$ cat config.mk
export PLATFORM = sky130hd
export DESIGN_NAME = fwd_adder
export DESIGN_NICKNAME = d
export VERILOG_FILES = /design/src/rtl/fwd_adder_pkg.sv /design/src/rtl/fwd_adder_steer.sv /design/src/rtl/fwd_adder_core.sv /design/src/rtl/fwd_adder.sv
export SDC_FILE = /design/constraint.sdc
export NUM_CORES = 1
export LEC_CHECK = 0
export BUFFER_PORTS_ARGS = -buffer_cell sky130_fd_sc_hd__clkbuf_2
export CORE_ASPECT_RATIO = 1.5
export CORE_UTILIZATION = 50
export DETAILED_ROUTE_END_ITERATION = 10
export GPL_TIMING_DRIVEN = 0
export PLACE_DENSITY = 0.74
export SETUP_SLACK_MARGIN = 0.3
export SYNTH_ARGS = -nofsm -noshare
export SYNTH_HDL_FRONTEND = slang
export SYNTH_SLANG_ARGS = --single-unit
export TNS_END_PERCENT = 30
$ cat constraint.sdc
create_clock -name clk -period 11.15 [get_ports clk]
set_input_delay 1.115 -clock clk [delete_from_list [all_inputs] [get_ports clk]]
set_output_delay 1.115 -clock clk [all_outputs]
set_load 0.02 [all_outputs]
$ cat src/rtl/fwd_adder_pkg.sv
package fwd_adder_pkg;

  // Steering controls handed from the decode stage to the adder stage.
  typedef struct packed {
    logic swap;      // non-feedback input takes opb instead of opa
    logic inv_g;     // invert the non-feedback adder input
    logic inv_f;     // invert the feedback-capable adder input
    logic cin;       // adder carry-in (forced 0 or 1)
    logic sel_fb;    // feedback-capable input takes the previous result
    logic zero_set;  // result replaced by constant zero
  } steer_t;

endpackage

$ cat src/rtl/fwd_adder_steer.sv
module fwd_adder_steer
  import fwd_adder_pkg::*;
#(
  parameter int W = 32
) (
  input  logic         clk,
  input  logic         rst_n,
  input  logic         in_valid,
  input  logic         in_sub,
  input  logic         in_fwd_a,
  input  logic         in_fwd_b,
  input  logic [W-1:0] in_opa,
  input  logic [W-1:0] in_opb,
  output logic         reject,
  output logic         dec_vld,
  output logic [W-1:0] dec_opa,
  output logic [W-1:0] dec_opb,
  output steer_t       dec_st
);

  steer_t st_d;
  logic   refuse;
  logic   accept;

  // Next-state: steering decode of operation and forwarding request.
  always_comb begin
    st_d   = '0;
    refuse = 1'b0;
    unique case ({in_sub, in_fwd_a, in_fwd_b})
      3'b000: ;
      3'b001: st_d.sel_fb = 1'b1;
      3'b010: begin st_d.swap = 1'b1; st_d.sel_fb = 1'b1; end
      3'b011: refuse = 1'b1;
      3'b100: begin st_d.inv_f = 1'b1; st_d.cin = 1'b1; end
      3'b101: begin st_d.sel_fb = 1'b1; st_d.inv_f = 1'b1; st_d.cin = 1'b1; end
      3'b110: begin
        st_d.swap   = 1'b1;
        st_d.sel_fb = 1'b1;
        st_d.inv_g  = 1'b1;
        st_d.cin    = 1'b1;
      end
      default: st_d.zero_set = 1'b1;
    endcase
  end

  assign reject = in_valid & refuse;
  assign accept = in_valid & ~refuse;

  // Register process with explicit clock enable on the payload.
  always_ff @(posedge clk or negedge rst_n) begin
    if (!rst_n) begin
      dec_vld <= 1'b0;
      dec_opa <= '0;
      dec_opb <= '0;
      dec_st  <= '0;
    end else begin
      dec_vld <= accept;
      if (accept) begin
        dec_opa <= in_opa;
        dec_opb <= in_opb;
        dec_st  <= st_d;
      end
    end
  end

  // self-subtract of the forwarded value becomes a zero override
  a_r5_zero_rewrite: assert property (@(posedge clk) disable iff (!rst_n)
    (in_valid && in_sub && in_fwd_a && in_fwd_b) |=> (dec_vld && dec_st.zero_set));

  // a subtract never inverts both adder inputs
  a_r4_single_invert: assert property (@(posedge clk) disable iff (!rst_n)
    dec_vld |-> !(dec_st.inv_f && dec_st.inv_g));

endmodule

$ cat src/rtl/fwd_adder_core.sv
module fwd_adder_core #(
  parameter int W   = 32,
  parameter int ZLO = 20
) (
  input  logic [W-1:0] f,
  input  logic [W-1:0] g,
  input  logic         cin,
  output logic [W-1:0] sum,
  output logic         co,
  output logic         ovf,
  output logic         neg,
  output logic         zero
);

  localparam int HW = W - ZLO;

  logic [ZLO:0] lo;
  logic [HW:0]  hi;
  logic         zero_lo;

  // Low slice resolves first; its zero test is ready before the high slice.
  always_comb begin
    lo      = {1'b0, f[ZLO-1:0]} + {1'b0, g[ZLO-1:0]} + {{ZLO{1'b0}}, cin};
    zero_lo = ~|lo[ZLO-1:0];
    hi      = {1'b0, f[W-1:ZLO]} + {1'b0, g[W-1:ZLO]} + {{HW{1'b0}}, lo[ZLO]};
    sum     = {hi[HW-1:0], lo[ZLO-1:0]};
    co      = hi[HW];
    neg     = hi[HW-1];
    zero    = zero_lo & ~|hi[HW-1:0];
    ovf     = (f[W-1] ~^ g[W-1]) & (hi[HW-1] ^ f[W-1]);
  end

endmodule

$ cat src/rtl/fwd_adder.sv
module fwd_adder
  import fwd_adder_pkg::*;
#(
  parameter int W   = 32,
  parameter int ZLO = 20
) (
  input  logic         clk,
  input  logic         rst_n,
  input  logic         in_valid,
  input  logic         in_sub,
  input  logic         in_fwd_a,
  input  logic         in_fwd_b,
  input  logic [W-1:0] in_opa,
  input  logic [W-1:0] in_opb,
  output logic         in_reject,
  output logic         out_valid,
  output logic [W-1:0] out_result,
  output logic         out_z,
  output logic         out_v,
  output logic         out_n,
  output logic         out_c
);

  logic         dec_vld;
  logic [W-1:0] dec_opa;
  logic [W-1:0] dec_opb;
  steer_t       dec_st;

  logic [W-1:0] res_q;
  logic [W-1:0] f_pre, g_pre, f_in, g_in, sum;
  logic         co, ovf, neg, zero;
  logic [W-1:0] res_d;
  logic         z_d, v_d, n_d, c_d;
  logic         z_q, v_q, n_q, c_q, vld_q;

  fwd_adder_steer #(.W(W)) u_steer (
    .clk      (clk),
    .rst_n    (rst_n),
    .in_valid (in_valid),
    .in_sub   (in_sub),
    .in_fwd_a (in_fwd_a),
    .in_fwd_b (in_fwd_b),
    .in_opa   (in_opa),
    .in_opb   (in_opb),
    .reject   (in_reject),
    .dec_vld  (dec_vld),
    .dec_opa  (dec_opa),
    .dec_opb  (dec_opb),
    .dec_st   (dec_st)
  );

  // Only the feedback-capable input f sees the previous result.
  always_comb begin
    f_pre = dec_st.sel_fb ? res_q : (dec_st.swap ? dec_opa : dec_opb);
    g_pre = dec_st.swap ? dec_opb : dec_opa;
    f_in  = dec_st.inv_f ? ~f_pre : f_pre;
    g_in  = dec_st.inv_g ? ~g_pre : g_pre;
  end

  fwd_adder_core #(.W(W), .ZLO(ZLO)) u_core (
    .f    (f_in),
    .g    (g_in),
    .cin  (dec_st.cin),
    .sum  (sum),
    .co   (co),
    .ovf  (ovf),
    .neg  (neg),
    .zero (zero)
  );

  // Next-state for the result stage.
  always_comb begin
    if (dec_st.zero_set) begin
      res_d = '0;
      z_d   = 1'b1;
      v_d   = 1'b0;
      n_d   = 1'b0;
      c_d   = 1'b1;
    end else begin
      res_d = sum;
      z_d   = zero;
      v_d   = ovf;
      n_d   = neg;
      c_d   = co;
    end
  end

  always_ff @(posedge clk or negedge rst_n) begin
    if (!rst_n) begin
      vld_q <= 1'b0;
      res_q <= '0;
      z_q   <= 1'b0;
      v_q   <= 1'b0;
      n_q   <= 1'b0;
      c_q   <= 1'b0;
    end else begin
      vld_q <= dec_vld;
      if (dec_vld) begin
        res_q <= res_d;
        z_q   <= z_d;
        v_q   <= v_d;
        n_q   <= n_d;
        c_q   <= c_d;
      end
    end
  end

  assign out_valid  = vld_q;
  assign out_result = res_q;
  assign out_z      = z_q;
  assign out_v      = v_q;
  assign out_n      = n_q;
  assign out_c      = c_q;

  // a refused operation never completes
  a_r6_reject_no_result: assert property (@(posedge clk) disable iff (!rst_n)
    in_reject |=> ##1 !out_valid);

  // no completion means result held
  a_r7_hold: assert property (@(posedge clk) disable iff (!rst_n)
    !out_valid |-> $stable(out_result));

  // zero flag built from split slices matches the whole result
  a_r10_zero: assert property (@(posedge clk) disable iff (!rst_n)
    out_valid |-> (out_z == (out_result == '0)));

  // negative flag is the result sign
  a_r10_sign: assert property (@(posedge clk) disable iff (!rst_n)
    out_valid |-> (out_n == out_result[W-1]));

  // zero override yields clean flags
  a_r5_zero_flags: assert property (@(posedge clk) disable iff (!rst_n)
    $past(dec_vld && dec_st.zero_set) |-> (out_result == '0 && out_c && !out_v));

endmodule

### After elaboration in Yosys (flattened, before gate mapping)

Index checks and enable logic that the tools add are counted.

| operators by class | value |
|---|---|
| $add $sub $neg | 4 |
| multiply operators | 0 |
| divide/modulo/power cells | 0 |
| $lt $le $gt $ge | 0 |
| equal/unequal tests | 6 |
| shifts and indexed selects | 0 |
| mux-type cells | 17 |
| bitwise gates (word level) | 9 |
| reductions and logical operators | 10 |

Operators with widths:

| operator | number |
|---|---|
| $mux 32 | 6 |
| $not 32->32 | 2 |
| $add 20x20->21 | 1 |
| $add 21x1->21 | 1 |
| $reduce_or 20->1 | 1 |
| $add 12x12->13 | 1 |
| $add 13x1->13 | 1 |
| $reduce_or 12->1 | 1 |
| $mux 1 | 11 |
| $eq 3x3->1 const B | 3 |
| $reduce_or 7->1 | 1 |
| $eq 3x2->1 const B | 2 |
| $and 1x1->1 | 4 |
| $reduce_or 2->1 | 2 |
| $reduce_or 4->1 | 1 |
| $eq 3x1->1 const B | 1 |
| $logic_not 3->1 | 1 |
| $reduce_or 3->1 | 1 |
| $logic_not 1->1 | 2 |
| $not 1->1 | 1 |
| $xnor 1x1->1 | 1 |
| $xor 1x1->1 | 1 |

| word-level totals | value |
|---|---|
| bits in registers | 108 |
| latch bits | 0 |
| memory bits (writable) | 0 |
| memory bits (read-only) | 0 |
| bits of input ports | 70 |
| output and inout port bits | 38 |
| memories kept | 0 |

### Logic depth before layout (Yosys ltp)

Gate-level depths: netlist of the first run.

| depth | value |
|---|---|
| depth in word-level cells | 11 |
| depth in mapped cells | 28 |
| mapped depth without buffers | 27 |

### Cells and area by module

A second synthesis of the first run with hierarchy kept.

| second synthesis, totals | value |
|---|---|
| cell total of the unflattened synthesis | 761 |
| area total of the unflattened synthesis | 7569.8 um2 |

Modules (own cells, without submodules):

| module | times used | cells each | area each (um2) | sequential area each (um2) |
|---|---|---|---|---|
| fwd_adder | 1 | 370 | 3191.8 | 925.9 |
| fwd_adder_steer | 1 | 163 | 2695.1 | 1776.7 |
| fwd_adder_core | 1 | 228 | 1682.9 | 0.0 |

### Least setup slack after synthesis of the first run

OpenSTA, ideal clock, no wires.

| timing | value |
|---|---|
| path kind | reg-to-reg |
| start point | register u_steer.dec_st[5] (netlist name) |
| end point | register z_q, in the netlist out_z |
| setup time | 0.066 ns |
| data arrival time | 6.172 ns |
| data required time | 11.084 ns |
| slack | 4.912 ns |
| cell stages (with the launch flop) | 29 |
| path buffers | 2 |
| clock period less this slack | 6.238 ns |
| cell sequence | dfrtp_1 > clkbuf_1 > clkbuf_1 > mux2i_1 > o21ai_0 > xnor2_1 > fa_1 > fa_1 > nor2b_1 > o211ai_1 > a211oi_2 > o2111ai_2 > a31oi_2 > a21o_2 > a21o_1 > a21oi_1 > o21bai_1 > fa_1 > inv_1 > fa_1 > nor2b_1 > o2111ai_1 > a31oi_1 > a21o_1 > nand2_1 > a21boi_0 > o2111ai_1 > or4b_1 > nand2_1 |

| between the ends | value |
|---|---|
| cells in the longest elaborated chain, start to end | 11 |
| elaborated cells on any way between the ends | 17 |

Ends and longest elaborated chain:

| item | RTL line | text |
|---|---|---|
| $mux 32 (2 in a row) | fwd_adder.sv:54 | `f_pre = dec_st.sel_fb ? res_q : (dec_st.swap ? dec_opa : dec_opb);` |
| $not 32->32 | fwd_adder.sv:56 | `f_in = dec_st.inv_f ? ~f_pre : f_pre;` |
| $mux 32 | fwd_adder.sv:56 |  |
| $add 20x20->21 | fwd_adder_core.sv:23 | `lo = {1'b0, f[ZLO-1:0]} + {1'b0, g[ZLO-1:0]} + {{ZLO{1'b0}}, cin};` |
| $add 21x1->21 | fwd_adder_core.sv:23 |  |
| $add 13x1->13 | fwd_adder_core.sv:25 | `hi = {1'b0, f[W-1:ZLO]} + {1'b0, g[W-1:ZLO]} + {{HW{1'b0}}, lo[ZLO]};` |
| $reduce_or 12->1 | fwd_adder_core.sv:29 | `zero = zero_lo & ~\|hi[HW-1:0];` |
| $logic_not 1->1 | fwd_adder_core.sv:29 |  |
| $and 1x1->1 (*) | fwd_adder_core.sv:29 |  |
| $mux 1 (*) | fwd_adder.sv:73 | `if (dec_st.zero_set) begin` |
| end signal: assignment | fwd_adder.sv:100 | `z_q <= z_d;` |
| end: declaration | fwd_adder.sv:34 | `logic z_q, v_q, n_q, c_q, vld_q;` |

Mark *: on every way between the ends. The rest lies on a longest branch, timed or not.
A chain may end at the register's enable or synchronous reset.

### Final worst setup path of the first run

| timing | value |
|---|---|
| start point | register u_steer.dec_st[5] (netlist name) |
| end point | register z_q, in the netlist out_z |

| between the ends | value |
|---|---|
| cells in the longest elaborated chain, start to end | 11 |
| elaborated cells on any way between the ends | 17 |

Ends and longest elaborated chain:

| item | RTL line |
|---|---|
| $mux 32 (2 in a row) | fwd_adder.sv:54 |
| $not 32->32 | fwd_adder.sv:56 |
| $mux 32 | fwd_adder.sv:56 |
| $add 20x20->21 | fwd_adder_core.sv:23 |
| $add 21x1->21 | fwd_adder_core.sv:23 |
| $add 13x1->13 | fwd_adder_core.sv:25 |
| $reduce_or 12->1 | fwd_adder_core.sv:29 |
| $logic_not 1->1 | fwd_adder_core.sv:29 |
| $and 1x1->1 (*) | fwd_adder_core.sv:29 |
| $mux 1 (*) | fwd_adder.sv:73 |

Marked as above.

==> results of run 1 <==
## through the flow
step           power (mW)   util  cell area (sq um)  hold slack [ns]
2_1_floorplan        1.30      -               7150            0.352
3_3_place_gp         1.57  0.566               7920            0.364
3_5_place_dp         1.58  0.567               7930            0.375
4_1_cts              1.92  0.588               8230            0.391
5_1_grt              2.05  0.588               8230            0.393
6_report             1.93  0.588               8230            0.386
## layout make-up
cell class | instances | area share
clock buffers | 9 | 0.0274
well taps | 192 | 0.0292
clock inverters | 7 | 0.00927
multi-input cells | 645 | 0.513
repair buffers | 106 | 0.0655
flip-flops and latches | 107 | 0.325
plain buffers | 47 | 0.0228
inverters | 16 | 0.00730
## metal layers
metal,part of all wire,vias to the layer above,routed length (um)
met3,0.041,35,762
met2,0.52,159,9790
met4,0.032,0,592
met1,0.40,2920,7580
li1,-,3024,-
met5,0,-,0
## state kept, by name, summed over array words and instances (netlist names)
| register | cells |
|---|---|
| u_steer.dec_opb | 32 |
| out_v | 1 |
| out_z | 1 |
| u_steer.dec_vld | 1 |
| out_valid | 1 |
| out_c | 1 |
| out_result | 32 |
| u_steer.dec_st | 6 |
| u_steer.dec_opa | 32 |
## cells in the mapped netlist, types with 3 or more instances
library cell	number
a32o_1	3
or2_2	3
nor2b_1	4
o2111ai_1	4
nand2b_1	4
mux2i_1	65
nand3b_1	3
o31ai_1	4
nor4b_1	4
a31oi_1	4
nor3_1	5
a22o_1	7
inv_1	15
o21bai_1	4
nand2_1	244
buf_1	8
o21ai_0	47
xnor2_1	51
o211ai_1	3
dfrtp_1	107
xor2_1	39
a21o_1	6
nand3_1	6
nand4_1	3
nor3b_1	3
a21oi_1	21
ha_1	30
a211oi_1	3
fa_1	4
nor2_1	14
clkbuf_1	37
o2bb2ai_1	21
or3_1	5
## worst min path at each step
stage | startpoint | to | slack [ns] | cells past startpoint
5_1_grt | u_steer.dec_vld | out_valid | 0.39 | 0
3_5_place_dp | u_steer.dec_vld | out_valid | 0.37 | 0
3_3_place_gp | u_steer.dec_vld | out_valid | 0.36 | 0
6_report | u_steer.dec_vld | out_valid | 0.39 | 0
2_1_floorplan | u_steer.dec_vld | out_valid | 0.35 | 0
4_1_cts | u_steer.dec_vld | out_valid | 0.39 | 0
## cells in the final DEF, fill, tap and decap left out, types with 5 or more instances in the layout
| master | n |
|---|---|
| clkbuf_2 | 105 |
| clkbuf_1 | 37 |
| o2bb2ai_1 | 21 |
| nor2_1 | 14 |
| buf_1 | 8 |
| nor3_1 | 5 |
| xor2_1 | 39 |
| mux2i_1 | 65 |
| or3_1 | 5 |
| nand3_1 | 6 |
| a22o_1 | 7 |
| clkbuf_16 | 9 |
| a21o_1 | 6 |
| nand2_1 | 244 |
| a21oi_1 | 21 |
| inv_1 | 15 |
| dfrtp_1 | 107 |
| xnor2_1 | 51 |
| o21ai_0 | 47 |
| ha_1 | 30 |
## cells by family (layout without fill, tap and decap cells)
| kind of cell | after synthesis | after routing |
|---|---|---|
| adders and majority gates | 34 | 34 |
| DFF | 107 | 107 |
| muxes | 65 | 65 |
| buffers and inverters | 63 | 185 |
| and+or+nand+nor | 309 | 309 |
| AOI/OAI and AO/OA | 147 | 147 |
| xor gates and xnor gates | 90 | 90 |
## where the power goes
group	total, mW	switching (mW)	internal [mW]
logic	1.05	0.620	0.425
clock network	0.331	0.155	0.176
registers	0.550	0.0788	0.471
total	1.93	0.854	1.07
==> run metrics, run 1 <==
core area 14000 sq um; Post-Synth XOR/XNOR Area 0.110; Crit Path Max Fanout 10; top-area cell type share of the netlist area 0.374; iteration count of the initial detailed-routing pass 5; HP Class reg2reg; CP Class reg2reg; WL/cell 16.6 um; drt via density 5.44; endpoint type of the worst setup path register; PwrDens 234 nW/um^2; synthesis-stage register bit count 107; max-cap violations 0; number of cells on the critical path 28; routing usage on met3 0.0320; CP endpoint out_z; FFs w/ async S/R, synth 1.00; mux cell area share after synthesis 0.0910; total CTS buffers 9; iteration-0 DRC count of the detailed router 355; Worst R2R End out_z; worst-margin pin slew 0.914 ns; share of cells above drive strength 1 0.147; Pleak 3.99 nW; CTS tree built; die area 14800 sq um; met2 usage in global routing 0.479; slew margin rel. 0.391; Top Ports 108; Critical Path Start u_steer.dec_st[5]; WP data required 11.44 ns; Crit path arrival time 7.85 ns; Post-synth EDFFs 0; Mapped Nets 919; synth top area cells dfrtp_1, nand2_1, mux2i_1, xnor2_1, ha_1; Synth Area in Compound Gates 0.142; Post-synth top flop dfrtp_1; DP Wirelength 14200 um; Period Utilization, post-route 0.677; Final setup violation count 0; unrepaired setup endpoints after global routing false; Fin Setup TNS 0 ns; Area growth, synth to finish 15.1%; GR Util All Layers 0.266; largest family of logic cells by synthesized area simple AND/OR/NAND/NOR gates; Storage cell area 2680 sq um; multi-input logic area 4230 sq um; synthesized cell area 7150 sq um; outcome finished clean; vias in the first global route 6067; initial antenna violation count 0; clock latency on the worst-skew pair 0.35 ns; Tmin final 7.55 ns; Final Hold Viols 0; Starting Density 0.511; Unique masters post-synth 63; Post-route DRC 0; post-CTS setup buffers 0; post-synthesis sequential area ratio 0.374; setup ws final 3.60 ns; max-slew violations 0; Post-Place Setup Slack 3.69 ns; routed via count 6138; pin count of the biggest net entering global routing 108; Worst Setup Start Kind register; Worst-path clk slew 0.07 ns; final clock skew 0.00712 ns; Most Crowded Layer GR met2; post-route insts no fill 1129; cells on worst reg2reg path 28; Slowest cell on crit path clkbuf_1; IO Port Bufs 106; r2r startpoint u_steer.dec_st[5]; Cells after Synth 815; total grt overflow 0; ANT cells 0; first-pass GRT wire length 30400 um; Die Ht 148 um; Std-Cell Rows 53; Die Width 99.6 um; Total Wirelength 18700 um; placer congestion estimate 0.922; max frequency 132 MHz; CTS Hold Bufs 0; Avg Cell Area, Syn 8.77 sq um; Yosys Warn Count 0; Worst Path Buf+Inv 3; VDD IR-drop max 0.000127 V; placed cell count 1113; post_cts resized 0; post-synthesis adder-cell area fraction 0.0637; net total in the final layout 1036; Top cell by count, worst path fa_1; flop2flop setup slack 3.60 ns; global routing met1 resource utilization 0.316; FILL cells 1303; Synth Area in Simple Gates 0.184; leading area contributor after synthesis dfrtp_1; CP delay by family, top compound AO/OA/AOI/OAI gates; Root Driver clkbuf_16; H-tree depth 3; slowest stage delay, CP 0.72 ns; clk sinks 107; Clock Path Buffers 2; Routed Antenna Nets 0
Power figures use the tool's default switching activity.
==> run 2: changes to the inputs <==
Clock period 11.15 ns to 7.4 ns, I/O delays scaled along.
==> run metrics, run 2 (same netlist as run 1, synthesis figures left out) <==
drt via density 5.43; commonest non-fill, non-tap cells in the layout nand2_1, clkbuf_2, dfrtp_1; Starting Density 0.511; CTS tree built; pin count of the biggest net entering global routing 108; ANT cells 0; final clock skew 0.00893 ns; H-tree depth 3; Final setup violation count 0; Pleak 4.02 nW; Clk pwr share 0.172; multi-input logic area 4230 sq um; total power 2.91 mW; Total Wirelength 18800 um; Period Utilization, post-route 0.895; Switching Fraction 0.444; Fin Setup TNS 0 ns; Worst Setup Start Kind register; Die Width 99.6 um; PwrDens 352 nW/um^2; Top cell by count, worst path fa_1; Int Pwr 1.62 mW; initial antenna violation count 0; Root Driver clkbuf_16; routed via count 6137; die area 14800 sq um; total grt overflow 0; flop2flop setup slack 0.78 ns; clock latency on the worst-skew pair 0.36 ns; outcome finished clean; vias in the first global route 6062; Post-route DRC 0; endpoint type of the worst setup path register; Die Ht 148 um; max frequency 151 MHz; placer congestion estimate 0.922; slowest stage delay, CP 0.55 ns; WL/cell 16.6 um; Crit Path Max Fanout 10; max-slew violations 0; core area 14000 sq um; IO Port Bufs 106; net total in the final layout 1038; most common cell after layout, fill and taps aside nand2_1; Storage cell area 2680 sq um; WP data required 7.69 ns; slew margin rel. 0.424; worst-margin pin slew 0.863 ns; max-cap violations 0; total CTS buffers 9; CP Class reg2reg; Crit path arrival time 6.92 ns; first-pass GRT wire length 30400 um; Tmin final 6.62 ns; Top Ports 108; Std-Cell Rows 53; Routed Antenna Nets 0; Clock Path Buffers 2; VDD IR-drop max 0.000192 V; Slowest cell on crit path or4b_1; unrepaired setup endpoints after global routing false; Final Hold Viols 0; HP Class reg2reg; Gate power share 0.544; GR Util All Layers 0.266; switching power 1.29 mW; clk sinks 107; iteration-0 DRC count of the detailed router 311; Area growth, synth to finish 15.6%; share of cells above drive strength 1 0.158; iteration count of the initial detailed-routing pass 4; FILL cells 1292; Worst-path clk slew 0.07 ns; DP Wirelength 14200 um; Reg power frac 0.285; final core occ 0.591
## run 2: worst max-delay path, delay by kind of cell, from the launching register on
| kind | cells | cell delay [ns] |
|---|---|---|
| buffers and inverters | 3 | 0.58 |
| xor gates and xnor gates | 1 | 0.17 |
| DFF | 1 | 0.37 |
| muxes | 1 | 0.19 |
| adders and majority gates | 4 | 1.69 |
| and+or+nand+nor | 9 | 1.93 |
| AOI/OAI and AO/OA | 10 | 1.64 |
## run 2: metal layers
layer  share of wire  track usage  vias up
met5               0            0        -
li1                -            -     3032
met4           0.032        0.115        0
met3           0.038       0.0305       33
met1            0.40        0.317     2917
met2            0.53        0.480      155
## run 2: path summary, 6_finish.rpt
kind,end,cells after the start,startpoint
setup / recovery,out_z,28,u_steer.dec_st[5]
hold / removal,out_valid,0,u_steer.dec_vld
setup reg to reg,out_z,28,u_steer.dec_st[5]
hold reg to reg,out_valid,0,u_steer.dec_vld
max in group asynchronous,out_result[17],1,rst_n
min in group asynchronous,u_steer.dec_opa[8],1,rst_n
## run 2: cell type report
| cell class | count | area share |
|---|---|---|
| multi-input cells | 645 | 0.512 |
| flip-flops and latches | 107 | 0.324 |
| repair buffers | 108 | 0.0670 |
| well taps | 192 | 0.0291 |
| clock buffers | 9 | 0.0272 |
| plain buffers | 47 | 0.0245 |
| clock inverters | 7 | 0.00923 |
| inverters | 16 | 0.00726 |
## run 2: timing repair
action | in CTS | in global routing
hold buffers | 0 | 0
pin swaps | 0 | 1
gates resized for setup | 3 | 13
buffers inserted | 0 | 2
cloned | 0 | 0
endpoints found under the setup margin | 1 | 1
## run 2: through the flow
stage                     std cells  cell area (sq um)  setup WS, ns  hold WS (ns)
after global placement         1113               7920        0.0164         0.364
after detailed placement       1113               7930       -0.0606         0.375
after global routing           1131               8270         0.313         0.393
after CTS                      1129               8240         0.410         0.391
final                          1131               8270         0.775         0.386
after floorplan                 815               7150          1.16         0.352
## run 2: power groups by stage
stage               Clock, mW  Sequential (mW)  Combinational [mW]
global route            0.525            0.842                1.73
detailed placement          0            0.835                1.55
CTS                     0.499            0.826                1.57
floorplan                   0            0.898                1.06
global placement            0            0.836                1.52
finish                  0.500            0.829                1.58
